File: src/rtl/txr_pkg.sv
package txr_pkg;

  // Status word bit positions; software decodes them, so they are fixed.
  localparam int ST_RDY  = 15;
  localparam int ST_WRAP = 13;
  localparam int ST_INT  = 12;
  localparam int ST_LAST = 11;
  localparam int ST_CHK  = 10;
  localparam int ST_CONT = 9;
  localparam int ST_UNDR = 1;

  localparam int DESC_BYTES = 8;

  typedef enum logic [2:0] {
    S_INIT,
    S_RD,
    S_DATA,
    S_PRES,
    S_TAIL,
    S_WB
  } txr_state_e;

  // Status value written back when a descriptor is closed.
  function automatic logic [15:0] closed_status(input logic [15:0] st, input logic undr);
    logic [15:0] s;
    s          = st;
    s[ST_RDY]  = st[ST_CONT] & ~undr;
    s[ST_UNDR] = undr;
    return s;
  endfunction

  // Big-endian byte lane selection inside a 16-bit word.
  function automatic logic [7:0] pick_byte(input logic [15:0] w, input logic odd);
    return odd ? w[7:0] : w[15:8];
  endfunction

endpackage

File: src/rtl/txr_ring_ptr.sv
module txr_ring_ptr #(
  parameter int AW   = 12,
  parameter int STEP = 8
) (
  input  logic          clk,
  input  logic          rst_n,
  input  logic          load,
  input  logic          adv,
  input  logic          wrap,
  input  logic [AW-1:0] base,
  output logic [AW-1:0] cur
);
  localparam logic [AW-1:0] STEP_V = AW'(STEP);

  always_ff @(posedge clk) begin
    if (!rst_n)    cur <= '0;
    else if (load) cur <= base;
    else if (adv)  cur <= wrap ? base : cur + STEP_V;
  end
endmodule

File: src/rtl/txr_tail_gen.sv
module txr_tail_gen #(
  parameter logic [7:0] IDLE_CHAR = 8'hFF
) (
  input  logic        last,
  input  logic        chk_en,
  input  logic        idle_sel,
  input  logic [7:0]  syn1,
  input  logic [7:0]  syn2,
  input  logic [15:0] chk,
  input  logic [1:0]  sel,
  output logic [1:0]  count,
  output logic [7:0]  tbyte,
  output logic        is_chk
);
  always_comb begin
    is_chk = last & chk_en;
    if (!last)         count = 2'd0;
    else if (chk_en)   count = 2'd2;
    else if (idle_sel) count = 2'd1;
    else               count = 2'd2;

    if (chk_en)        tbyte = (sel == 2'd0) ? chk[15:8] : chk[7:0];
    else if (idle_sel) tbyte = IDLE_CHAR;
    else               tbyte = (sel == 2'd0) ? syn1 : syn2;
  end
endmodule

File: src/rtl/txr_desc_ring.sv
module txr_desc_ring #(
  parameter int         AW        = 12,
  parameter int         LEN_W     = 16,
  parameter logic [7:0] IDLE_CHAR = 8'hFF
) (
  input  logic          clk,
  input  logic          rst_n,
  input  logic [AW-1:0] base_addr,
  input  logic          idle_sel,
  input  logic [7:0]    syn1,
  input  logic [7:0]    syn2,
  output logic          mem_req,
  output logic          mem_we,
  output logic [AW-1:0] mem_addr,
  output logic [15:0]   mem_wdata,
  input  logic          mem_gnt,
  input  logic [15:0]   mem_rdata,
  output logic [7:0]    tx_data,
  output logic          tx_valid,
  input  logic          tx_ready,
  output logic          crc_upd,
  output logic          crc_clr,
  input  logic [15:0]   crc_val,
  output logic          ev_tx,
  output logic          ev_txe
);
  import txr_pkg::*;

  txr_state_e       state;
  logic [15:0]      st;
  logic [LEN_W-1:0] len;
  logic [LEN_W-1:0] idx;
  logic [AW-1:0]    bptr;
  logic [1:0]       rd_sel;
  logic             pend;
  logic [1:0]       tidx;
  logic             undr;

  // Named internal events, brought out for the checker.
  logic [AW-1:0] desc_addr;
  logic          wb_fire;
  logic          wrap_now;
  logic          st_ready;
  logic [AW-1:0] byte_addr;
  logic [1:0]    tail_cnt;
  logic [7:0]    tail_byte;
  logic          tail_chk;
  logic          buf_done;

  assign wb_fire   = (state == S_WB) && mem_gnt;
  assign wrap_now  = st[ST_WRAP];
  assign st_ready  = st[ST_RDY];
  assign byte_addr = bptr + idx[AW-1:0];
  assign buf_done  = (idx == len);

  txr_ring_ptr #(.AW(AW), .STEP(DESC_BYTES)) u_ptr (
    .clk   (clk),
    .rst_n (rst_n),
    .load  (state == S_INIT),
    .adv   (wb_fire),
    .wrap  (wrap_now),
    .base  (base_addr),
    .cur   (desc_addr)
  );

  txr_tail_gen #(.IDLE_CHAR(IDLE_CHAR)) u_tail (
    .last     (st[ST_LAST]),
    .chk_en   (st[ST_CHK]),
    .idle_sel (idle_sel),
    .syn1     (syn1),
    .syn2     (syn2),
    .chk      (crc_val),
    .sel      (tidx),
    .count    (tail_cnt),
    .tbyte    (tail_byte),
    .is_chk   (tail_chk)
  );

  always_comb begin
    mem_req   = 1'b0;
    mem_we    = 1'b0;
    mem_addr  = '0;
    mem_wdata = '0;
    unique case (state)
      S_RD: begin
        mem_req  = !pend;
        mem_addr = desc_addr + AW'({rd_sel, 1'b0});
      end
      S_DATA: begin
        mem_req  = !pend && !buf_done;
        mem_addr = {byte_addr[AW-1:1], 1'b0};
      end
      S_WB: begin
        mem_req   = 1'b1;
        mem_we    = 1'b1;
        mem_addr  = desc_addr;
        mem_wdata = closed_status(st, undr);
      end
      default: ;
    endcase
  end

  assign crc_upd = (state == S_PRES) && tx_valid && tx_ready;
  assign crc_clr = (state == S_TAIL) && !tx_valid && (tidx == tail_cnt) && tail_chk;

  always_ff @(posedge clk) begin
    if (!rst_n) begin
      state    <= S_INIT;
      st       <= '0;
      len      <= '0;
      idx      <= '0;
      bptr     <= '0;
      rd_sel   <= '0;
      pend     <= 1'b0;
      tidx     <= '0;
      undr     <= 1'b0;
      tx_data  <= '0;
      tx_valid <= 1'b0;
      ev_tx    <= 1'b0;
      ev_txe   <= 1'b0;
    end else begin
      ev_tx  <= wb_fire && st[ST_INT] && !undr;
      ev_txe <= wb_fire && st[ST_INT] && undr;
      unique case (state)
        S_INIT: begin
          state  <= S_RD;
          rd_sel <= '0;
          pend   <= 1'b0;
        end
        S_RD: begin
          if (!pend) begin
            if (mem_gnt) pend <= 1'b1;
          end else begin
            pend <= 1'b0;
            unique case (rd_sel)
              2'd0: begin
                st <= mem_rdata;
                if (mem_rdata[ST_RDY]) rd_sel <= 2'd1;
              end
              2'd1: begin
                len    <= mem_rdata[LEN_W-1:0];
                rd_sel <= 2'd2;
              end
              2'd2: rd_sel <= 2'd3;
              default: begin
                bptr   <= mem_rdata[AW-1:0];
                idx    <= '0;
                undr   <= 1'b0;
                rd_sel <= 2'd0;
                state  <= S_DATA;
              end
            endcase
          end
        end
        S_DATA: begin
          if (buf_done) begin
            tidx  <= '0;
            state <= S_TAIL;
          end else if (!pend) begin
            if (mem_gnt) pend <= 1'b1;
            else if (tx_ready && idx != '0) begin
              undr  <= 1'b1;
              state <= S_WB;
            end
          end else begin
            pend     <= 1'b0;
            tx_data  <= pick_byte(mem_rdata, byte_addr[0]);
            tx_valid <= 1'b1;
            state    <= S_PRES;
          end
        end
        S_PRES: begin
          if (tx_ready) begin
            tx_valid <= 1'b0;
            idx      <= idx + 1'b1;
            state    <= S_DATA;
          end
        end
        S_TAIL: begin
          if (tx_valid) begin
            if (tx_ready) begin
              tx_valid <= 1'b0;
              tidx     <= tidx + 1'b1;
            end
          end else if (tidx == tail_cnt) begin
            state <= S_WB;
          end else begin
            tx_data  <= tail_byte;
            tx_valid <= 1'b1;
          end
        end
        S_WB: begin
          if (mem_gnt) begin
            rd_sel <= '0;
            pend   <= 1'b0;
            state  <= S_RD;
          end
        end
        default: state <= S_INIT;
      endcase
    end
  end
endmodule

File: config.mk
export PLATFORM = sky130hd
export DESIGN_NAME = txr_desc_ring
export DESIGN_NICKNAME = d
export VERILOG_FILES = /design/src/rtl/txr_pkg.sv /design/src/rtl/txr_ring_ptr.sv /design/src/rtl/txr_tail_gen.sv /design/src/rtl/txr_desc_ring.sv
export SDC_FILE = /design/constraint.sdc
export NUM_CORES = 1
export LEC_CHECK = 0
export ABC_AREA = 1
export BUFFER_PORTS_ARGS = -buffer_cell sky130_fd_sc_hd__buf_2
export CAP_MARGIN = 25
export CORE_ASPECT_RATIO = 1.2
export CORE_MARGIN = 10
export CORE_UTILIZATION = 38
export CTS_CLUSTER_SIZE = 25
export DETAILED_ROUTE_END_ITERATION = 10
export GPL_TIMING_DRIVEN = 0
export MAX_ROUTING_LAYER = met4
export SLEW_MARGIN = 20
export SYNTH_ARGS = -nofsm -noshare
export SYNTH_HDL_FRONTEND = slang
export SYNTH_SLANG_ARGS = --single-unit
File: constraint.sdc
create_clock -name clk -period 1.8 [get_ports clk]
set_input_delay 0.09 -clock clk [delete_from_list [all_inputs] [get_ports clk]]
set_output_delay 0.09 -clock clk [all_outputs]
set_load 0.01 [all_outputs]
==> flow_metrics.py, run 1 <==
metrics = {
    "outcome": {
        "outcome": "finished, violations left",
        "violations": "setup timing",
    },
    "worst_setup_path": {
        "path_class": "reg -> out",
        "cp_common_cell": "inv_2",
        "crit_arrival_ps": 2150,
        "required_ps": 1710,
        "r2r_cells": 15,
        "r2r-end": "state[2]",
        "startpoint": "idx[0]",
        "reg2reg_slack_ps": -60,
        "max_stage_delay_ps": 360,
        "critPathBufInv": 3,
        "cp_max_fo": 3,
        "cp-end-kind": "output pin",
        "reg2reg_from": "idx[0]",
        "start_kind": "flip-flop",
        "cp_slowest_cell": "dfxtp_4",
        "crit_family": "adder cells",
        "path_cells": "ha_4, inv_2, fa_2, inv_2, nand3_2, a21oi_2, nor2_4, o21ai_2, or2_2, nand3_1, nand2_1, buf_2",
    },
    "timing": {
        "fin_skew_ps": 11.10,
        "final_max_slew_viol_count": 0,
        "finalSetupTns_ps": -3612,
        "fmax_ghz": 0.4469,
        "finalCritPeriodShare_pct": 124.3,
        "hold_viol": 0,
        "setup_viol": 20,
        "grt_setup_unrepaired": "yes",
        "timing.slew.headroom_pct": 53.33,
        "fin_crit_ps": 2238,
        "fin_ws_ps": -437.7,
        "worstMarginPinSlew_ps": 700.0,
    },
    "placement": {
        "dp_slack_ps": -422.7,
        "globalplace.congestion": 0.9030,
        "dp_cells": 1215,
        "dp_hpwl_um": 15450,
        "place_area_sq_um": 6549,
        "io_buffers": 106,
    },
    "synth": {
        "syn_inst": 905,
        "synth-async-reset-ratio_pct": 0,
        "ys_seq_area_share_pct": 31.27,
        "synth_most_common_cell": "nand2_1",
        "synth.area.top_cells": "dfxtp_1, nand2_1, o21ai_0",
        "synthesis.nets": 993,
        "yosysWarnings": 0,
        "yosys.area.top_type_share_pct": 31.27,
        "yosys-top-cells-count": "nand2_1, nor2_1, inv_1",
        "synth_edf_count": 0,
        "synth-main-ff-cell": "dfxtp_1",
        "yosysUniqueCellTypes": 43,
        "yosysTopAreaCell": "dfxtp_1",
        "synth_area_sq_um": 5762,
        "syn-mean-instance-area_sq_um": 6.367,
        "ys_ff_latch": 90,
    },
    "route": {
        "wirelength_um": 20820,
        "drt_first_pass_iters": 5,
        "postRouteAntennaNets": 0,
        "drc": 0,
        "via_count": 6514,
        "drt_iter0_drc": 397,
        "wl_per_cell_um": 16.24,
        "vias_per_cell": 5.081,
    },
    "global_routing": {
        "grt_pass1_vias": 6274,
        "grt_usage_pct": 19.84,
        "overflow": 0,
        "antenna_found_initial": 1,
        "grt_pass1_wl_um": 32020,
        "grt_start_max_net_pins": 17,
    },
    "hold_path": {
        "hold_depth": 2,
        "hp-class": "in -> reg",
        "worstHoldEndpoint": "u_ptr.cur[5]",
        "hp-start": "base_addr[5]",
    },
    "cts": {
        "clk_pin_slew_worst_paths_ps": 70,
        "cts_inserted_buffers": 9,
        "root_buffer": "clkbuf_16",
        "cts.sinks": 90,
        "cts_tree": "done",
        "cts_max_path_buffers": 2,
        "clock_latency_ps": 360,
        "h-tree-depth": 3,
    },
    "final_layout": {
        "drive_gt1_share_pct": 33.33,
        "final_area_sq_um": 8028,
        "syn_to_final_growth_pct": 39.33,
        "nets": 1160,
        "stdcell_count": 1282,
        "fill_cells": 1507,
    },
    "die": {
        "die_y_um": 154.9,
        "coreArea_sq_um": 14960,
        "die_w_um": 132.4,
        "fp-row-count": 49,
        "die_area_sq_um": 20510,
        "ioPinCount": 108,
        "initial_core_util_pct": 38.52,
    },
    "power_and_ir_drop": {
        "vdd_drop_max_v": 0.0007824,
        "p_total_uw": 7978,
        "p_leak_uw": 0.003531,
        "power_density_nw_per_um2": 993.8,
    },
    "job": {
        "max-cap-violations": 0,
    },
}
metal layers:
layer,routed length (um),GRT usage (%),vias up
met5,0,-,-
met4,544,7.188,0
met3,863,2.706,35
met2,10860,35.32,173
met1,8554,22.22,3003
li1,-,-,3303
metrics by stage:
step / hold WS (ps) / utilization, %
2_1_floorplan: 224.9 / -
3_3_place_gp: 316.9 / 43.78
3_5_place_dp: 330.3 / 43.78
4_1_cts: 3.152 / 50.40
5_1_grt: 21.60 / 53.66
6_report: 0.5697 / 53.66
where the power goes:
part	internal, uW	switching [uW]	total [uW]
clock network	1130	884	2010
logic	1280	2060	3350
registers	2300	313	2620
total	4720	3260	7980
sequential cells by signal, summed over array words and instances, names as in the netlist, 2 cells and up:
signal / count
st: 14
len: 16
idx: 16
tx_data: 8
u_ptr.cur: 12
rd_sel: 2
tidx: 2
state: 3
bptr: 12
worst max-delay path by stage:
stage	cells past startpoint	end	slack, ps
6_report	12	mem_addr[8]	-440
5_1_grt	12	mem_addr[8]	-560
4_1_cts	12	mem_addr[8]	-450
3_5_place_dp	11	tx_data[5]	-420
3_3_place_gp	11	tx_data[5]	-450
2_1_floorplan	9	mem_addr[6]	9
cell usage in the layout, fill, tap and decap left out, types with 4 or more instances in the layout:
cell type / netlist / routed
dfxtp_4: 0 / 20
a21oi_1: 77 / 69
buf_6: 1 / 11
nor2_2: 6 / 14
or2_2: 5 / 4
inv_1: 110 / 94
nand3_1: 48 / 35
nor3_1: 11 / 10
buf_2: 3 / 104
ha_1: 21 / 8
dfxtp_2: 0 / 8
ha_4: 0 / 10
dfxtp_1: 90 / 62
buf_4: 2 / 42
o21ai_0: 99 / 80
dlygate4sd3_1: 0 / 5
clkbuf_16: 0 / 9
nand2_4: 2 / 8
clkbuf_1: 20 / 10
o21ai_2: 0 / 6
nor2_4: 5 / 17
o211ai_1: 7 / 7
clkbuf_2: 0 / 5
nor2_1: 126 / 106
inv_6: 0 / 4
o21ai_1: 1 / 14
nand4_1: 9 / 9
xor2_1: 7 / 7
inv_2: 9 / 20
nand2_1: 203 / 182
nand2_2: 5 / 18
a21oi_2: 1 / 7
nand3_2: 0 / 12
logic make-up after synthesis:
family | share of synthesized area [%]
DFF | 31.27
buffers and inverters | 9.902
AOI/OAI and AO/OA | 19.46
and+or+nand+nor | 32.31
muxes | 0.5863
adders and majority gates | 5.255
xor gates and xnor gates | 1.216
what timing repair did:
action,4_1_cts,5_1_grt
buffers inserted,25,21
setup endpoints to repair,83,69
hold endpoints to repair,5,0
pin swaps,37,50
gates resized for setup,145,104
cloned,0,1
hold buffers,5,0
layout make-up:
cell class	instances	area [sq um]	area share (%)
diodes	1	2.502	0.03117
plain buffers	26	177.7	2.213
clock buffers	10	239.0	2.977
clock inverters	6	71.32	0.8884
inverters	119	466.7	5.814
multi-input cells	668	3939	49.06
flip-flops and latches	90	1887	23.50
well taps	204	255.2	3.180
repair buffers	158	989.7	12.33
worst reg2reg max path: cells and delay by family (launching register included):
kind / cells / cell delay, ps
adder cells (fa/ha/maj): 1 / 150
buffers and inverters: 3 / 320
flip-flops: 1 / 360
AND/OR/NAND/NOR: 11 / 920
Power figures use the tool's default switching activity.
==> inputs of run 2 (changes only) <==
--- a/config.mk
+++ b/config.mk
@@ -11,6 +11,7 @@
 export CORE_ASPECT_RATIO = 1.2
 export CORE_MARGIN = 10
 export CORE_UTILIZATION = 38
+export CTS_BUF_LIST = sky130_fd_sc_hd__clkbuf_8
 export CTS_CLUSTER_SIZE = 25
 export DETAILED_ROUTE_END_ITERATION = 10
 export GPL_TIMING_DRIVEN = 0
==> flow_metrics.py, run 2 (same netlist as run 1, synthesis figures left out) <==
metrics = {
    "outcome": {
        "outcome": "finished, violations left",
        "violations": "hold timing, setup timing",
    },
    "worst_setup_path": {
        "start_kind": "flip-flop",
        "cp_max_fo": 6,
        "crit_arrival_ps": 2200,
        "r2r_cells": 16,
        "path_class": "reg -> out",
        "reg2reg_from": "idx[0]",
        "reg2reg_slack_ps": -100,
        "r2r-end": "state[1]",
        "cp-end-kind": "output pin",
        "required_ps": 1710,
    },
    "hold_path": {
        "hold_depth": 3,
        "worstHoldEndpoint": "u_ptr.cur[2]",
        "hp-start": "base_addr[2]",
        "hp-class": "in -> reg",
    },
    "placement": {
        "dp_slack_ps": -422.7,
        "dp_cells": 1215,
        "dp_hpwl_um": 15450,
        "io_buffers": 106,
        "globalplace.congestion": 0.9030,
    },
    "route": {
        "drt_iter0_drc": 372,
        "drc": 0,
        "vias_per_cell": 5.013,
        "via_count": 6497,
        "wl_per_cell_um": 15.85,
        "drt_first_pass_iters": 6,
        "wirelength_um": 20540,
        "postRouteAntennaNets": 0,
    },
    "power_and_ir_drop": {
        "p_leak_uw": 0.003554,
        "power_density_nw_per_um2": 932.9,
        "vdd_drop_max_v": 0.0005931,
        "p_total_uw": 7585,
    },
    "timing": {
        "hold_viol": 1,
        "worstMarginPinSlew_ps": 708.0,
        "fin_crit_ps": 2290,
        "fin_skew_ps": 17.42,
        "grt_setup_unrepaired": "yes",
        "finalCritPeriodShare_pct": 127.2,
        "hold_ws_ps": -2.972,
        "setup_viol": 21,
        "final_max_slew_viol_count": 0,
        "finalSetupTns_ps": -4082,
        "fin_ws_ps": -490.1,
        "timing.slew.headroom_pct": 52.80,
        "fmax_ghz": 0.4367,
    },
    "cts": {
        "root_buffer": "clkbuf_8",
        "clk_pin_slew_worst_paths_ps": 100,
        "clock_latency_ps": 390,
        "cts.sinks": 90,
        "cts_max_path_buffers": 2,
        "cts_tree": "done",
        "cts_inserted_buffers": 9,
        "h-tree-depth": 3,
    },
    "final_layout": {
        "stdcell_count": 1296,
        "final_cell_mix": "nand2_1, buf_2, nor2_1, inv_1, o21ai_0",
        "post-route-util_pct": 54.35,
        "fill_cells": 1481,
        "nets": 1174,
        "syn_to_final_growth_pct": 41.11,
        "final_common_cell": "nand2_1",
        "top_regs": "idx: 16 flops, len: 16 flops, st: 14 flops",
        "drive_gt1_share_pct": 34.65,
    },
    "die": {
        "die_y_um": 154.9,
        "fp-row-count": 49,
        "initial_core_util_pct": 38.52,
        "ioPinCount": 108,
        "die_area_sq_um": 20510,
        "coreArea_sq_um": 14960,
        "die_w_um": 132.4,
    },
    "global_routing": {
        "grt_start_max_net_pins": 17,
        "grt_usage_pct": 19.63,
        "overflow": 0,
        "grt_pass1_vias": 6220,
        "antenna_found_initial": 1,
        "grt_pass1_wl_um": 31750,
    },
    "job": {
        "max-cap-violations": 0,
    },
}
==> run 2: cell type report <==
type                            instances  area (sq um)  area share [%]
Inverter                              119         469.2           5.771
Tap cell                              204         255.2           3.139
Multi-Input combinational cell        668          4011           49.34
Sequential cell                        90          1882           23.15
Timing Repair Buffer                  171          1114           13.70
Clock inverter                          6         71.32          0.8772
Antenna cell                            1         2.502         0.03078
Clock buffer                           10         137.6           1.693
Buffer                                 27         187.7           2.308
==> run 2: through the flow <==
step / hold slack [ps] / instance area (sq um)
3_3_place_gp: 316.9 / 6549
3_5_place_dp: 330.3 / 6549
2_1_floorplan: 224.9 / 5763
4_1_cts: 4.055 / 7488
6_report: -2.972 / 8130
5_1_grt: 10.79 / 8130
==> run 2: repair_timing <==
| action | CTS | global route |
|---|---|---|
| gates resized for setup | 143 | 129 |
| hold buffers | 9 | 0 |
| endpoints found under the hold margin | 9 | 0 |
| setup buffers | 26 | 30 |
| endpoints found under the setup margin | 80 | 71 |
| pin swaps | 36 | 44 |
==> run 2: worst max path at each step <==
stage	startpoint	to	slack [ps]	cells after the start
after CTS	idx[0]	mem_addr[10]	-480	12
after floorplan	idx[0]	mem_addr[6]	9	9
after global placement	tidx[0]	tx_data[5]	-450	11
after global routing	idx[0]	mem_addr[8]	-600	12
after detailed placement	tidx[0]	tx_data[5]	-420	11
final	idx[7]	mem_addr[10]	-490	9
==> run 2: routing by layer <==
layer | vias to the layer above | track usage (%) | part of all wire [%]
met5 | - | - | 0
met2 | 156 | 34.44 | 51
li1 | 3324 | - | -
met1 | 2977 | 22.37 | 42
met4 | 0 | 7.240 | 2.9
met3 | 40 | 2.674 | 3.9
==> run 2: worst max-delay path, stage by stage (launching register included) <==
cell      delay (ps)
dfxtp_4          400
ha_4             270
a21oi_1          210
nor2_1            70
a211oi_1         260
o21ai_2          110
or2_4            260
nand3_2           60
nand2_2           60
buf_6            120
==> run 2: power breakdown <==
part / leakage [uW] / switching (uW) / internal, uW / total (uW)
Combinational: 0.00271 / 2100 / 1360 / 3450
Sequential: 0.000748 / 327 / 2300 / 2630
Clock: 0.0000999 / 805 / 694 / 1500
Total: 0.00355 / 3230 / 4350 / 7580
==> inputs of run 3 (changes only) <==
--- a/config.mk
+++ b/config.mk
@@ -10,12 +10,13 @@
 export CAP_MARGIN = 25
 export CORE_ASPECT_RATIO = 1.2
 export CORE_MARGIN = 10
-export CORE_UTILIZATION = 38
+export CORE_UTILIZATION = 63
 export CTS_BUF_LIST = sky130_fd_sc_hd__clkbuf_8
 export CTS_CLUSTER_SIZE = 25
 export DETAILED_ROUTE_END_ITERATION = 10
 export GPL_TIMING_DRIVEN = 0
 export MAX_ROUTING_LAYER = met4
+export PLACE_DENSITY = 0.89
 export SLEW_MARGIN = 20
 export SYNTH_ARGS = -nofsm -noshare
 export SYNTH_HDL_FRONTEND = slang
==> constraint.sdc (replaced) <==
create_clock -name clk -period 2.8 [get_ports clk]
set_input_delay 0.14 -clock clk [delete_from_list [all_inputs] [get_ports clk]]
set_output_delay 0.14 -clock clk [all_outputs]
set_load 0.01 [all_outputs]
==> flow_metrics.py, run 3 (same netlist as run 1, synthesis figures left out) <==
metrics = {
    "outcome": {
        "outcome": "complete, no violations",
    },
    "hold_path": {
        "hp-class": "in -> reg",
    },
    "final_layout": {
        "final_common_cell": "nand2_1",
        "post-route-util_pct": 73.95,
        "drive_gt1_share_pct": 16.37,
        "final_cell_mix": "nand2_1, nor2_1, inv_1, buf_2, o21ai_0",
        "top_regs": "idx: 16 flops, len: 16 flops, st: 14 flops",
        "syn_to_final_growth_pct": 15.33,
        "nets": 1111,
        "num_antenna_cells": 0,
    },
    "die": {
        "die_w_um": 107.3,
        "die_y_um": 124.8,
        "ioPinCount": 108,
        "coreArea_sq_um": 8986,
        "fp-row-count": 38,
        "initial_core_util_pct": 64.12,
        "die_area_sq_um": 13390,
    },
    "power_and_ir_drop": {
        "vdd_drop_max_v": 0.0006204,
        "power_density_nw_per_um2": 627.9,
        "p_leak_uw": 0.003065,
    },
    "cts": {
        "clk_pin_slew_worst_paths_ps": 80,
        "cts_inserted_buffers": 9,
        "cts_setup_buffers": 0,
        "h-tree-depth": 3,
        "clock_latency_ps": 380,
        "root_buffer": "clkbuf_8",
        "cts_tree": "done",
        "cts.sinks": 90,
        "cts_max_path_buffers": 2,
    },
    "worst_setup_path": {
        "path_cells": "inv_1, fa_1, inv_1, nand3_1, a21oi_1, nor2_1, o21ai_0, or2_2, nand3_1, nand2_1, buf_2",
        "cp_max_fo": 5,
        "path_class": "reg -> out",
        "crit_family": "adder cells",
        "cp-end-kind": "output pin",
        "start_kind": "flip-flop",
        "critPathBufInv": 3,
        "required_ps": 2660,
        "max_stage_delay_ps": 470,
        "crit_arrival_ps": 2450,
        "cp_slowest_cell": "fa_1",
    },
    "global_routing": {
        "grt_pass1_vias": 5935,
        "grt_usage_pct": 26.15,
        "grt_start_max_net_pins": 14,
        "grt_pass1_wl_um": 27810,
        "antenna_found_initial": 0,
        "overflow": 0,
    },
    "timing": {
        "finalSetupTns_ps": 0,
        "worstMarginPinSlew_ps": 684.5,
        "finalCritPeriodShare_pct": 92.38,
        "setup_viol": 0,
        "fmax_ghz": 0.3866,
        "hold_viol": 0,
        "final_max_slew_viol_count": 0,
        "fin_crit_ps": 2587,
        "fin_skew_ps": 9.628,
        "grt_setup_unrepaired": "no",
        "hold_ws_ps": 12.16,
        "timing.slew.headroom_pct": 54.37,
    },
    "route": {
        "postRouteAntennaNets": 0,
        "wirelength_um": 17380,
        "drt_iter0_drc": 480,
        "wl_per_cell_um": 15.16,
        "drc": 0,
        "vias_per_cell": 5.536,
        "drt_first_pass_iters": 5,
        "via_count": 6344,
    },
    "placement": {
        "io_buffers": 106,
        "globalplace.congestion": 0.9667,
        "dp_hpwl_um": 13840,
    },
    "job": {
        "max-cap-violations": 0,
    },
}
run 3: changes by cell type in the layout (fill, tap and decap cells not counted), sizes merged:
cell         before  now
clkbuf           27   31
buf             172  114
clkinvlp          2    0
inv             121  119
dlygate4sd3       9    1
diode             1    0
clkinv            1    2
run 3: worst reg2reg max path: stages (launching register included):
cell      delay (ps)
dfxtp_1          370
inv_1             80
ha_1             200
clkbuf_1         180
inv_1            210
buf_1            370
nor2_1            80
o211ai_1         170
o21ai_0          210
nand3_1          160
nand2_1           60
nor2_1           110
run 3: per-stage QoR:
stage | instance area (sq um) | worst slack, ps | total power [uW] | std cells
after floorplan | 5762 | 881.5 | 2787 | 905
after global placement | 6442 | 606.5 | 3233 | 1131
after detailed placement | 6442 | 545.5 | 3262 | 1131
after CTS | 6644 | 143.4 | 4149 | 1146
after global routing | 6645 | 23.36 | 4464 | 1146
final | 6645 | 213.4 | 4173 | 1146
run 3: worst paths after layout:
kind	from	to	slack [ps]	cells past startpoint
max reg2reg	tidx[0]	tx_data[5]	530	11
min reg2reg	st[8]	st[8]	460	2
max	idx[1]	mem_addr[10]	210	11
min	base_addr[6]	u_ptr.cur[6]	10	3
run 3: where the power goes:
part	internal, uW	switching [uW]
logic	538	1100
clock network	449	453
registers	1460	174
total	2450	1720
run 3: timing repair:
| action | in CTS | in global routing |
|---|---|---|
| resized for setup | 0 | 1 |
| endpoints found under the setup margin | 0 | 1 |
| hold endpoints to repair | 1 | 0 |
| hold buffers | 1 | 0 |
run 3: cell type report:
class / instances / area (sq um)
buffer: 28 / 123.9
clock buffer: 11 / 151.4
clock inverter: 3 / 40.04
fill: 769 / 2341
inverter: 119 / 446.7
multi-input combinational: 668 / 3390
sequential: 90 / 1803
tap: 120 / 150.1
timing repair buffer: 107 / 540.5
run 3: metal layers:
| metal | up-vias | track usage (%) | part of all wire [%] |
|---|---|---|---|
| li1 | 3179 | - | - |
| met1 | 2838 | 30.61 | 41 |
| met2 | 270 | 42.44 | 48 |
| met3 | 57 | 4.296 | 6.6 |
| met4 | 0 | 12.21 | 4.1 |
| met5 | - | - | 0 |
